--- src/rtl/tnw_pkg.sv ---
package tnw_pkg;

  // How each input index is mapped to its column code word.
  typedef enum logic [0:0] {
    CODE_BINARY = 1'b0,
    CODE_GRAY   = 1'b1
  } code_style_e;

  // Number of columns needed so that every index in [0, n) has a distinct code.
  function automatic int col_count(input int n);
    return (n < 2) ? 1 : $clog2(n);
  endfunction

  // Bit 'pos' of the code word given to input 'idx' under style 's'.
  function automatic logic code_bit(input int idx, input int pos, input code_style_e s);
    int word;
    word = (s == CODE_GRAY) ? (idx ^ (idx >> 1)) : idx;
    return ((word >> pos) & 1) != 0;
  endfunction

endpackage

--- src/rtl/tnw_column.sv ---
// One column of the decomposition: two disjoint OR sums over the inputs
// split by one code bit, and the AND of those two sums.
module tnw_column
  import tnw_pkg::*;
#(
  parameter int          N     = 16,
  parameter int          BIT   = 0,
  parameter code_style_e STYLE = CODE_BINARY
) (
  input  logic [N-1:0] x_in,
  output logic         lo_sum,
  output logic         hi_sum,
  output logic         pair_hit
);

  // Membership of each input in the "code bit = 1" group, fixed at elaboration.
  logic [N-1:0] hi_sel;

  for (genvar i = 0; i < N; i++) begin : g_sel
    assign hi_sel[i] = code_bit(i, BIT, STYLE);
  end

  // Level 1: the two input OR gates of this column.
  assign lo_sum   = |(x_in & ~hi_sel);
  assign hi_sum   = |(x_in &  hi_sel);

  // Level 2: the column AND gate.
  assign pair_hit = lo_sum & hi_sum;

endmodule

--- src/rtl/tnw_top.sv ---
// Pair-threshold detector: output high when two or more inputs are set.
module tnw_top
  import tnw_pkg::*;
#(
  parameter int          N     = 16,
  parameter code_style_e STYLE = CODE_BINARY
) (
  input  logic [N-1:0] x_in,
  output logic         thr_out
);

  localparam int M = col_count(N);

  logic [M-1:0] lo_sum;
  logic [M-1:0] hi_sum;
  logic [M-1:0] col_and;

  for (genvar j = 0; j < M; j++) begin : g_col
    tnw_column #(
      .N    (N),
      .BIT  (j),
      .STYLE(STYLE)
    ) u_col (
      .x_in    (x_in),
      .lo_sum  (lo_sum[j]),
      .hi_sum  (hi_sum[j]),
      .pair_hit(col_and[j])
    );
  end

  // Level 3: output OR over all column AND gates.
  assign thr_out = |col_and;

endmodule

--- config.mk ---
export PLATFORM = sky130hd
export DESIGN_NAME = tnw_top
export DESIGN_NICKNAME = d
export VERILOG_FILES = /design/src/rtl/tnw_pkg.sv /design/src/rtl/tnw_column.sv /design/src/rtl/tnw_top.sv
export SDC_FILE = /design/constraint.sdc
export NUM_CORES = 1
export LEC_CHECK = 0
export CORE_AREA = 2 2 39 41
export DETAILED_ROUTE_END_ITERATION = 8
export DIE_AREA = 0 0 41 43
export SYNTH_ARGS = -nofsm -noshare
export SYNTH_HDL_FRONTEND = slang
export SYNTH_SLANG_ARGS = --single-unit
export TNS_END_PERCENT = 20
--- constraint.sdc ---
create_clock -name vclk -period 1.1
set_clock_uncertainty 0.1 [all_clocks]
set_input_delay 0.22 -clock vclk [all_inputs]
set_output_delay 0.22 -clock vclk [all_outputs]
set_load 0.05 [all_outputs]
==> metrics.cfg <==
[finish]
seq_cells = 0
ff_latch_area_um2 = 0
antenna_cells = 0
nClkBuffers = 0
area_delta_synth_final_pct = 182
num-fill-cells = 162
layout-drive-gt1-share_pct = 82.4
multi_input_area_um2 = 220
final_nets = 52
final_cells = 50
fin_area_um2 = 392

[worst_hold_path]
hold_depth = 5
worstHoldStart = x_in[14]
min-delay-path-class = input port to output port
hold_path_end = thr_out

[clocking]
cts_setup_buffers = 0
hold_buffers = 0

[synth]
synth_most_common_cell = nor4_1
synth_top_cell_by_area = nor4_1
netlist_top_cells_count = nor4_1 (8), nor4_2 (4), o211ai_1 (4), a22o_1 (1)
synth.avg_cell_area_um2 = 8.17
synth_cells = 17
synth.area.top_cells = nor4_1 (36%), nor4_2 (36%), o211ai_1 (22%), a22o_1 (6.3%)
synth.distinct_cells = 4
synthesis.area_um2 = 139
syn-num-nets = 33
yosysWarnings = 0
synth_top_area_share_pct = 36.0
seq_area_frac_synth_pct = 0

[route]
vias = 233
ant_nets = 0
drc_errors = 0
drtIter0Drc = 0
routed_wl_um = 662
dr.pass1.iters = 1
wl_per_cell_um = 13.2
vias_per_cell = 4.66

[global_routing]
grt_pass1_vias = 258
overflow = 0
grt_first_pass_wirelength_mm = 1.03
grt_max_degree = 4
grt_use_total_pct = 7.69
antenna_found_initial = 0

[worst_setup_path]
path_cells = buf_4 > nor4_4 > o211ai_1 > a22o_4 > buf_8
arrival_ns = 1.19
crit_fanout = 3
cp.required_ns = 0.78
slowest_stage = nor4_4
crit_type = input port to output port
crit_buf_inv = 2
critPathLaunchType = input port
crit_family = compound AO/OA/AOI/OAI gates
max_stage_delay_ns = 0.27
end_kind = output port

[outcome]
outcome = complete, but fails checks
violations = setup timing

[die]
die_h_um = 43
rows = 14
coreArea_um2 = 1380
dieArea_um2 = 1760
ios = 17
die_w_um = 41
start_util_pct = 10.0

[sta]
setup_viol = 1
fmax_mhz = 661
whs_ns = 0.823
rsz0062_at_grt = true
worst_slack_ns = -0.413
max_slew_margin_pct = 84.2
hold_violations = 0
timing.final.crit_share_pct = 138
post-route-min-period_ns = 1.51
worst_pin_slew_ns = 0.235
drv_slew = 0

[placement]
place_inst = 50
dp_hpwl_um = 518
dpl_cell_area_um2 = 370
gp_congestion = 0.731
place_ws_ns = -0.852
numPortBuffers = 17

[pwr]
power_leakage_nw = 0.108
pwr-share-seq_pct = 0
switching_share_pct = 49.7
p_switching_w = 0.0000529
p_per_area_nw_per_um2 = 272
p_int_w = 0.0000536
combPwrFrac_pct = 100.0
clkPwrFrac_pct = 0
power_w = 0.000106
ir_drop_mv = 0.107

[job]
maxCapViolCount = 0

[metal layers]
metal	vias to the layer above	track usage (%)	wire [um]
li1	119	-	-
met1	102	11.1	293
met2	12	13.1	311
met3	0	0	57
met4	0	0	0
met5	-	0	0
[kinds of logic (layout without fill, tap and decap cells)]
kind of cell	Yosys count	in the layout	share of synthesized area, %
AO/OA/AOI/OAI	5	5	27.9
buffers and inverters	0	17	0
AND/OR/NAND/NOR	12	12	72.1
[metrics by stage]
step	setup TNS (ns)	util, %
6_report	-0.413	28.3
5_1_grt	-0.455	28.3
4_1_cts	-0.410	28.3
3_5_place_dp	-0.852	26.8
3_3_place_gp	-0.864	26.8
2_1_floorplan	-0.170	-
[layout make-up]
class / instances / area share (%)
tap: 16 / 5.11
multi-input combinational: 17 / 56.2
timing repair buffer: 17 / 38.7
[how the worst max path moves through the flow]
stage / cells after the start / end / start
final: 5 / thr_out / x_in[3]
after global routing: 5 / thr_out / x_in[3]
after CTS: 5 / thr_out / x_in[14]
after detailed placement: 5 / thr_out / x_in[1]
after global placement: 5 / thr_out / x_in[1]
after floorplan: 3 / thr_out / x_in[1]
[power by group through the flow]
stage               Sequential (W)  Combinational (W)  Clock, W
floorplan                        0          0.0000144         0
global placement                 0           0.000107         0
detailed placement               0           0.000106         0
CTS                              0           0.000106         0
global route                     0           0.000113         0
finish                           0           0.000106         0
[placed cells by master (no fill, tap or decap)]
cell type        instances
a22o_4                   1
buf_6                    6
nor4_1                   2
clkdlybuf4s15_2          1
buf_2                    7
buf_8                    2
nor4_2                   6
buf_4                    1
o211ai_1                 4
nor4_4                   4
[tightest hold or removal path: cells and delay by family]
kind	cells	cell delay (ns)
compound gates	2	0.22
buf+inv	2	0.21
simple gates	1	0.04
[timing repair]
item / in CTS / in global routing
pin swaps: 15 / 0
cloned: 0 / 0
setup endpoints to repair: 1 / 1
resized for setup: 87 / 0
(Power assumes the default switching activity.)
